==> src/rtl/ctr_bitstack_pkg.sv <==
package ctr_bitstack_pkg;

  // Sequencer states; each state applies at most one counter primitive.
  typedef enum logic [3:0] {
    ST_IDLE     = 4'd0,
    ST_DBL_TEST = 4'd1,
    ST_DBL_INCA = 4'd2,
    ST_DBL_INCB = 4'd3,
    ST_SET_LSB  = 4'd4,
    ST_HLF_TST1 = 4'd5,
    ST_HLF_TST2 = 4'd6,
    ST_HLF_INC  = 4'd7,
    ST_ABORT    = 4'd8,
    ST_FIN      = 4'd9
  } seq_state_e;

  localparam int NUM_CTRS = 2;

endpackage

==> src/rtl/ctr_rst_sync.sv <==
module ctr_rst_sync #(
  parameter int STAGES = 2
) (
  input  logic clk,
  input  logic rst_n,
  output logic rst_sync_n
);

  logic [STAGES-1:0] chain_q;

  always_ff @(posedge clk or negedge rst_n) begin
    if (!rst_n) begin
      chain_q <= '0;
    end else begin
      chain_q <= {chain_q[STAGES-2:0], 1'b1};
    end
  end

  assign rst_sync_n = chain_q[STAGES-1];

endmodule

==> src/rtl/ctr_unit.sv <==
// One counter register restricted to the primitives: +1, -1 (saturating
// at zero) and a zero test. A wrap detector and a synchronous clear are
// used only for abort handling.
module ctr_unit #(
  parameter int WIDTH = 16
) (
  input  logic clk,
  input  logic rst_n,
  input  logic inc,
  input  logic dec,
  input  logic clr,
  output logic is_zero,
  output logic is_max
);

  logic [WIDTH-1:0] cnt_q;
  logic [WIDTH-1:0] cnt_d;
  logic             cnt_en;

  always_comb begin
    cnt_d  = cnt_q;
    cnt_en = 1'b0;
    if (clr) begin
      cnt_d  = '0;
      cnt_en = 1'b1;
    end else if (inc && !is_max) begin
      cnt_d  = cnt_q + WIDTH'(1);
      cnt_en = 1'b1;
    end else if (dec && !is_zero) begin
      cnt_d  = cnt_q - WIDTH'(1);
      cnt_en = 1'b1;
    end
  end

  always_ff @(posedge clk or negedge rst_n) begin
    if (!rst_n) begin
      cnt_q <= '0;
    end else if (cnt_en) begin
      cnt_q <= cnt_d;
    end
  end

  assign is_zero = (cnt_q == '0);
  assign is_max  = &cnt_q;

endmodule

==> src/rtl/ctr_seq.sv <==
// Command sequencer: drives one primitive per cycle on the primary or
// scratch counter and swaps their roles when a loop finishes.
module ctr_seq
  import ctr_bitstack_pkg::*;
(
  input  logic clk,
  input  logic rst_n,
  input  logic cmd_fire,
  input  logic cmd_push,
  input  logic cmd_bit,
  input  logic p_zero,
  input  logic s_max,
  output logic busy,
  output logic done,
  output logic p_dec,
  output logic s_inc,
  output logic clr_all,
  output logic sel,
  output logic result_bit,
  output logic overflow
);

  seq_state_e state_q, state_d;
  logic       sel_q, sel_d;
  logic       pbit_q, pbit_d;
  logic       ovf_q, ovf_d;
  logic       res_q, res_d;

  always_comb begin
    state_d = state_q;
    sel_d   = sel_q;
    pbit_d  = pbit_q;
    ovf_d   = ovf_q;
    res_d   = res_q;
    p_dec   = 1'b0;
    s_inc   = 1'b0;
    clr_all = 1'b0;
    unique case (state_q)
      ST_IDLE: begin
        if (cmd_fire) begin
          ovf_d   = 1'b0;
          pbit_d  = cmd_bit;
          state_d = cmd_push ? ST_DBL_TEST : ST_HLF_TST1;
        end
      end
      // Doubling loop: one decrement of the primary, two increments of scratch.
      ST_DBL_TEST: begin
        if (p_zero) begin
          if (pbit_q) begin
            state_d = ST_SET_LSB;
          end else begin
            sel_d   = ~sel_q;
            res_d   = 1'b0;
            state_d = ST_FIN;
          end
        end else begin
          p_dec   = 1'b1;
          state_d = ST_DBL_INCA;
        end
      end
      ST_DBL_INCA: begin
        if (s_max) begin
          state_d = ST_ABORT;
        end else begin
          s_inc   = 1'b1;
          state_d = ST_DBL_INCB;
        end
      end
      ST_DBL_INCB: begin
        if (s_max) begin
          state_d = ST_ABORT;
        end else begin
          s_inc   = 1'b1;
          state_d = ST_DBL_TEST;
        end
      end
      ST_SET_LSB: begin
        if (s_max) begin
          state_d = ST_ABORT;
        end else begin
          s_inc   = 1'b1;
          sel_d   = ~sel_q;
          res_d   = 1'b0;
          state_d = ST_FIN;
        end
      end
      // Halving loop: two decrements of the primary, one increment of scratch.
      ST_HLF_TST1: begin
        if (p_zero) begin
          sel_d   = ~sel_q;
          res_d   = 1'b0;
          state_d = ST_FIN;
        end else begin
          p_dec   = 1'b1;
          state_d = ST_HLF_TST2;
        end
      end
      ST_HLF_TST2: begin
        if (p_zero) begin
          sel_d   = ~sel_q;
          res_d   = 1'b1;
          state_d = ST_FIN;
        end else begin
          p_dec   = 1'b1;
          state_d = ST_HLF_INC;
        end
      end
      ST_HLF_INC: begin
        if (s_max) begin
          state_d = ST_ABORT;
        end else begin
          s_inc   = 1'b1;
          state_d = ST_HLF_TST1;
        end
      end
      ST_ABORT: begin
        clr_all = 1'b1;
        sel_d   = 1'b0;
        ovf_d   = 1'b1;
        res_d   = 1'b0;
        state_d = ST_FIN;
      end
      ST_FIN: begin
        state_d = ST_IDLE;
      end
      default: begin
        state_d = ST_IDLE;
      end
    endcase
  end

  always_ff @(posedge clk or negedge rst_n) begin
    if (!rst_n) begin
      state_q <= ST_IDLE;
      sel_q   <= 1'b0;
      pbit_q  <= 1'b0;
      ovf_q   <= 1'b0;
      res_q   <= 1'b0;
    end else begin
      state_q <= state_d;
      sel_q   <= sel_d;
      pbit_q  <= pbit_d;
      ovf_q   <= ovf_d;
      res_q   <= res_d;
    end
  end

  assign busy       = (state_q != ST_IDLE);
  assign done       = (state_q == ST_FIN);
  assign sel        = sel_q;
  assign result_bit = res_q;
  assign overflow   = ovf_q;

endmodule

==> src/rtl/ctr_bitstack.sv <==
module ctr_bitstack
  import ctr_bitstack_pkg::*;
#(
  parameter int WIDTH = 16
) (
  input  logic clk,
  input  logic rst_n,
  input  logic cmd_valid,
  output logic cmd_ready,
  input  logic cmd_push,
  input  logic cmd_bit,
  output logic busy,
  output logic done,
  output logic result_bit,
  output logic overflow,
  output logic stack_empty
);

  logic                rst_q;
  logic [NUM_CTRS-1:0] c_inc;
  logic [NUM_CTRS-1:0] c_dec;
  logic [NUM_CTRS-1:0] c_zero;
  logic [NUM_CTRS-1:0] c_max;
  logic                p_dec;
  logic                s_inc;
  logic                clr_all;
  logic                sel;
  logic                p_zero;
  logic                s_zero;
  logic                s_max;
  logic                cmd_fire;

  ctr_rst_sync #(.STAGES(2)) u_rst (
    .clk        (clk),
    .rst_n      (rst_n),
    .rst_sync_n (rst_q)
  );

  // The role pointer picks which counter is primary; the other is scratch.
  for (genvar i = 0; i < NUM_CTRS; i++) begin : g_ctr
    assign c_dec[i] = p_dec & (sel == 1'(i));
    assign c_inc[i] = s_inc & (sel != 1'(i));
    ctr_unit #(.WIDTH(WIDTH)) u_ctr (
      .clk     (clk),
      .rst_n   (rst_q),
      .inc     (c_inc[i]),
      .dec     (c_dec[i]),
      .clr     (clr_all),
      .is_zero (c_zero[i]),
      .is_max  (c_max[i])
    );
  end

  assign p_zero = sel ? c_zero[1] : c_zero[0];
  assign s_zero = sel ? c_zero[0] : c_zero[1];
  assign s_max  = sel ? c_max[0]  : c_max[1];

  assign cmd_ready = rst_q & ~busy;
  assign cmd_fire  = cmd_valid & cmd_ready;

  ctr_seq u_seq (
    .clk        (clk),
    .rst_n      (rst_q),
    .cmd_fire   (cmd_fire),
    .cmd_push   (cmd_push),
    .cmd_bit    (cmd_bit),
    .p_zero     (p_zero),
    .s_max      (s_max),
    .busy       (busy),
    .done       (done),
    .p_dec      (p_dec),
    .s_inc      (s_inc),
    .clr_all    (clr_all),
    .sel        (sel),
    .result_bit (result_bit),
    .overflow   (overflow)
  );

  assign stack_empty = ~busy & p_zero;

endmodule

==> config.mk <==
export PLATFORM = sky130hd
export DESIGN_NAME = ctr_bitstack
export DESIGN_NICKNAME = d
export VERILOG_FILES = /design/src/rtl/ctr_bitstack_pkg.sv /design/src/rtl/ctr_rst_sync.sv /design/src/rtl/ctr_unit.sv /design/src/rtl/ctr_seq.sv /design/src/rtl/ctr_bitstack.sv
export SDC_FILE = /design/constraint.sdc
export NUM_CORES = 1
export LEC_CHECK = 0
export BUFFER_PORTS_ARGS = -buffer_cell sky130_fd_sc_hd__buf_2
export CORE_ASPECT_RATIO = 2
export CORE_MARGIN = 8
export CORE_UTILIZATION = 60
export DETAILED_ROUTE_END_ITERATION = 10
export PLACE_DENSITY_LB_ADDON = 0.3
export SLEW_MARGIN = 20
export SYNTH_ARGS = -nofsm -noshare
export SYNTH_HDL_FRONTEND = slang
export SYNTH_SLANG_ARGS = --single-unit
==> constraint.sdc <==
create_clock -name clk -period 5.49 [get_ports clk]
set_clock_uncertainty 0.15 [all_clocks]
set_input_delay 0.549 -clock clk [delete_from_list [all_inputs] [get_ports clk]]
set_output_delay 0.549 -clock clk [all_outputs]
set_load 0.02 [all_outputs]
Word-level counts from Yosys, hierarchy flattened
Index checks and enable logic that the tools add are counted.
{"block": "word_totals", "ff_bits": 42, "input_bits": 5, "output_inout_bits": 6, "word_cells": 108}
{"block": "op_classes", "addsub": 4, "n_eq_ne": 16, "mux": 43, "bitwise_logic": 9, "reduce_logical": 28}
{"op": "16-bit two-way mux", "n": 6}
{"op": "4-bit one-hot mux with 9 select lines", "n": 1}
{"op": "16-bit by 1-bit adder with 16-bit output (second input constant)", "n": 2}
{"op": "16-bit logical NOT", "n": 2}
{"op": "4-bit two-way mux", "n": 8}
{"op": "16-bit AND reduction", "n": 2}
{"op": "16-bit by 1-bit subtractor with 16-bit output (second input constant)", "n": 2}
{"op": "1-bit two-way mux", "n": 24}
{"op": "4-bit by 3-bit == test with 1-bit output (second input constant)", "n": 4}
{"op": "2-bit != test (second input constant)", "n": 6}
{"op": "4-bit by 2-bit == test with 1-bit output (second input constant)", "n": 2}
{"op": "4-bit == test (second input constant)", "n": 2}
{"op": "2-bit AND reduction", "n": 4}
{"op": "4-bit nonzero test", "n": 2}
{"op": "1-bit bitwise AND", "n": 7}
{"op": "6-bit AND reduction", "n": 1}
{"op": "3-bit nonzero test", "n": 2}
{"op": "1-bit one-hot mux with 5 select lines", "n": 1}
{"op": "5-bit AND reduction", "n": 1}
{"op": "5-bit nonzero test", "n": 1}
{"op": "4-bit by 1-bit == test with 1-bit output (second input constant)", "n": 1}
{"op": "1-bit logical AND", "n": 4}
{"op": "1-bit logical NOT", "n": 4}
{"op": "4-bit logical NOT", "n": 1}
{"op": "9 further kinds", "n": 10}

Depth between registers and ports, before layout
{"block": "logic_depth", "ltp_word": 10, "depth_mapped": 12, "ltp_nobuf": 11}

By module
From an unflattened synthesis, not the netlist that was laid out.
{"block": "hier_totals", "cells_unflattened": 429, "hier_area_um2": 3756.1}
{"module": "ctr_unit at g_ctr[1].u_ctr", "instances": 1, "cells_each": 180, "area_each_um2": 1512.7, "seq_area_each_um2": 400.4}
{"module": "ctr_unit at g_ctr[0].u_ctr", "instances": 1, "cells_each": 157, "area_each_um2": 1458.9, "seq_area_each_um2": 400.4}
{"module": "ctr_seq", "instances": 1, "cells_each": 80, "area_each_um2": 645.6, "seq_area_each_um2": 200.2}
{"module": "ctr_bitstack", "instances": 1, "cells_each": 9, "area_each_um2": 85.1, "seq_area_each_um2": 0.0}
{"module": "ctr_rst_sync", "instances": 1, "cells_each": 3, "area_each_um2": 53.8, "seq_area_each_um2": 50.0}

Least setup slack after synthesis
No wires, ideal clock.
{"block": "synth_timing", "path_kind": "reg2reg", "startpoint": "register u_seq.state_q[0]", "endpoint": "register g_ctr[1].u_ctr.cnt_q[14]", "setup_ns": 0.120, "arrival_time_ns": 3.108, "required_time_ns": 5.220, "path_slack_ns": 2.112, "path_stages_with_launch": 10, "n_path_buf": 0, "period_less_slack_ns": 3.378, "cell_sequence": "dfrtp_1 nand2b_1 xnor2_1 nand3_1 ha_1 or3_1 a211oi_2 nor3_1 or3_1 a31o_1"}
{"block": "synth_between", "elab_chain_cells": 9, "elab_cells_between_ends": 24, "cone_classes": "8 x eq/ne; 8 x mux; 2 x bitwise; 6 x reduce/logical"}
{"element": "from (decl)", "line_no": "ctr_seq.sv:23", "text": "seq_state_e state_q, state_d;"}
{"element": "from (signal assigned)", "line_no": "ctr_seq.sv:140", "text": "state_q <= state_d;"}
{"element": "4-bit by 1-bit == test with 1-bit output or 4-bit by 3-bit == test with 1-bit output (tied branches)", "line_no": "ctr_seq.sv:38", "text": "unique case (state_q)"}
{"element": "3-bit OR reduction (no source line)"}
{"element": "1-bit two-way mux"}
{"element": "1-bit bitwise AND", "line_no": "ctr_bitstack.sv:41", "text": "assign c_dec[i] = p_dec & (sel == 1'(i));"}
{"element": "1-bit logical AND", "line_no": "ctr_unit.sv:29", "text": "end else if (dec && !is_zero) begin"}
{"element": "1-bit two-way mux", "line_no": "ctr_unit.sv:29"}
{"element": "1-bit two-way mux", "line_no": "ctr_unit.sv:26", "text": "end else if (inc && !is_max) begin"}
{"element": "1-bit two-way mux", "line_no": "ctr_unit.sv:23", "text": "if (clr) begin"}
{"element": "2-bit AND reduction (no source line)"}
{"element": "to (signal assigned)", "line_no": "ctr_unit.sv:39", "text": "cnt_q <= cnt_d;"}
{"element": "to (decl)", "line_no": "ctr_unit.sv:16", "text": "logic [WIDTH-1:0] cnt_q;"}
Parallel ways exist; a longest one is shown, timed or not.
A chain may end at the register's enable or synchronous reset.

Worst setup path after layout
{"block": "layout_timing", "startpoint": "register u_seq.state_q[0]", "endpoint": "register g_ctr[1].u_ctr.cnt_q[15]"}
The elaborated chain is that of the path after synthesis.

==> results by group <==
Synthesis
  • Syn nets: 440
  • Number of synthesized flops with an enable pin: 0
  • Synth Area in Compound Gates: 22.2%
  • Synth Cell Area: 3470 µm²
  • Synth warnings: 0
  • Xor/xnor cell area share of the yosys netlist: 6.06%
  • Primary FF master, synth: dfrtp_1
  • Dominant cell type by area after synthesis: dfrtp_1
  • Cells after Synth: 401
  • Top area cells in the synthesized netlist: dfrtp_1 (30%), ha_1 (12%), nand3_1 (5.5%)
  • Simple-Gate Fraction of Synth Area: 22.2%
  • Async set-reset flop share out of synthesis: 100%
  • Top-area cell type share of the netlist area: 30.3%
  • Synth Area in Adders: 12.7%
  • Syn avg cell area: 8.64 µm²
  • Distinct cells, synth: 61
  • Mux contribution to synthesized area: 2.78%
  • Largest family of logic cells by synthesized area: simple AND/OR/NAND/NOR gates
  • Seq/Total Area, Yosys: 30.3%
  • Number of synthesized register bits: 42

Hold path
  • Worst Hold Class: register to asynchronous set/reset pin

Route
  • Iter 0 DRT Violations: 150
  • ANT nets after route: 0
  • Vias/cell: 6.63
  • Routed via count: 3,116
  • Final wirelength: 8.43 mm
  • DRC: 0
  • DR WL/cell: 17.9 µm
  • Pre-Repair DR Iteration Count: 4

Clock network
  • CTS tree: yes
  • CTS root buf: clkbuf_16
  • H-Tree Depth: 2
  • CTS Sinks: 42
  • Clk buf depth: 2
  • CTS Buf Count: 5
  • # Post-CTS Setup Buffers: 0
  • Clock-pin transition on the worst setup and hold timing paths: 0.06 ns
  • Worst skew pair latency: 0.29 ns

STA
  • Final Cycle Share: 73.5%
  • Worst slew margin: 41.0%
  • Hold Vio Cnt, Final: 0
  • Final setup fails: 0
  • Setup TNS: 0 ns
  • Least-Margin Pin Slew: 0.883 ns
  • Slew Limit Fails: 0
  • Final min period: 4.04 ns
  • Max Clk Rate: 248 MHz
  • RSZ-0062 raised after global routing: no

Global routing
  • Grt total ovfl: 0
  • Largest net degree at the start of global routing: 44
  • First-pass GRT wire length: 14.2 mm
  • Initial antenna violation count: 0
  • Number of global-route vias before repair: 3,139
  • GRT Total Usage: 20.0%

Layout
  • Seq. cell area: 1050 µm²
  • Multi-input logic area: 2290 µm²
  • Filler cell count: 480
  • ANT cells: 0
  • # nets final: 447
  • Fraction of final layout cells with drive strength greater than 1: 9.05%
  • Layout area overhead: 8.05%

Die
  • Num rows: 39
  • I/O pins: 11
  • DIE WIDTH: 69.7 µm
  • Die area: 8610 µm²
  • Die height: 123 µm
  • Core area: 5660 µm²
  • Starting density of the core: 61.2%

Setup path
  • Critical Path RT: 5.52 ns
  • Worst Path Arrival: 4.07 ns
  • R2R Setup Slk: 1.45 ns
  • CP Class: register to register
  • Critical path peak fanout: 20
  • CP Launch Type: register
  • Crit end category: register

Placed design
  • Port bufs: 10
  • DP HPWL: 6.43 mm
  • Gpl congestion: 0.871

Flow run
  • Max-cap violations: 0

Outcome
  • Outcome: finished, final reports clean
synth_stat cells (all sizes together), types with 4 or more instances:
| library cell | number |
|---|---|
| o21bai | 4 |
| a21o | 10 |
| ha | 32 |
| o31ai | 6 |
| xnor2 | 13 |
| a21oi | 24 |
| o22a | 4 |
| o21ai | 40 |
| inv | 12 |
| xor2 | 11 |
| nor2 | 23 |
| mux2i | 4 |
| nor4 | 11 |
| buf | 10 |
| nand4 | 10 |
| a31oi | 4 |
| nor3 | 12 |
| dfrtp | 42 |
| nand3 | 38 |
| clkbuf | 4 |
| nand2 | 29 |
| or2 | 5 |
| nand2b | 5 |
| a211oi | 5 |
state kept, by name (all words and copies together) (netlist names):
signal	cells
g_ctr.u_ctr.cnt_q	32
u_rst.chain_q	2
u_seq.overflow	1
u_seq.pbit_q	1
u_seq.result_bit	1
u_seq.sel	1
u_seq.state_q	4
per-layer routing:
metal | wire [µm] | GRT usage (%) | vias to the layer above
li1 | - | - | 1517
met5 | 0 | 0 | -
met4 | 431 | 13.0 | 0
met3 | 169 | 1.69 | 34
met1 | 3020 | 19.2 | 1501
met2 | 4810 | 39.3 | 64
stage by stage:
stage	area, µm²	utilization, %	cells	worst slack, ns	hold slack, ns
after floorplan	3470	-	401	2.11	0.103
after global placement	3540	62.5	461	1.64	0.183
after detailed placement	3540	62.5	461	1.52	0.186
after CTS	3740	66.2	470	1.50	0.204
after global routing	3740	66.2	470	1.13	0.222
final	3740	66.2	470	1.45	0.177
kinds of logic after synthesis:
logic type	Yosys count
adder cells (fa/ha/maj)	34
AO/OA/AOI/OAI	117
multiplexers	8
XOR/XNOR	24
flip-flops	42
buffers and inverters	26
other	1
AND/OR/NAND/NOR	149
layout by cell type, fill, tap and decap left out, types with 3 or more instances in the layout:
| master | count |
|---|---|
| a21o_1 | 10 |
| nand2_1 | 29 |
| o22a_1 | 4 |
| or3_1 | 3 |
| nand4_1 | 10 |
| a21oi_1 | 23 |
| ha_1 | 32 |
| xnor2_1 | 13 |
| a211oi_1 | 4 |
| o31ai_1 | 5 |
| nor3_1 | 12 |
| a31oi_1 | 4 |
| buf_2 | 10 |
| o21ai_1 | 22 |
| mux2i_1 | 4 |
| dfrtp_1 | 41 |
| nor4_1 | 9 |
| inv_1 | 12 |
| o21bai_1 | 4 |
| nand3_1 | 38 |
| xor2_1 | 11 |
| o21ai_0 | 18 |
| nor2_1 | 23 |
| clkbuf_16 | 5 |
| nand2b_1 | 5 |
| or2_2 | 5 |
| buf_4 | 3 |
what timing repair did:
action                                 in CTS  in global routing
endpoints found under the hold margin       2                  0
resized for setup                           0                  0
hold buffers                                1                  0
critical path, stage by stage, from the launching register on:
cell and delay [ns]:
dfrtp_1 0.48, nand2b_1 0.26, xnor2_1 0.33, nand3_1 0.71, ha_1 0.63, a21oi_2 0.24, o21ai_1 0.13, or3_1 0.33
o31ai_2 0.29, mux2i_1 0.13, o22a_1 0.24
cell type report:
type / instances / share of cell area [%]
Clock buffer: 6 / 3.71
Timing Repair Buffer: 14 / 2.21
Multi-Input combinational cell: 333 / 61.1
Clock inverter: 2 / 1.60
Tap cell: 61 / 2.04
Sequential cell: 42 / 28.1
Inverter: 12 / 1.20
final timing paths:
kind,from,end,cells past startpoint
worst max-delay path,u_seq.state_q[0],g_ctr[1].u_ctr.cnt_q[15],10
worst min-delay path,u_rst.chain_q[1],g_ctr[0].u_ctr.cnt_q[12],1
worst max register to register,u_seq.state_q[0],g_ctr[1].u_ctr.cnt_q[15],10
worst min register to register,u_rst.chain_q[1],g_ctr[0].u_ctr.cnt_q[12],1
max in group asynchronous,u_rst.chain_q[1],g_ctr[1].u_ctr.cnt_q[1],1
min in group clk,u_rst.chain_q[0],u_rst.chain_q[1],0
Power is not shown: default switching activity piles up to over one toggle a cycle in this logic, so the estimate is an artifact.
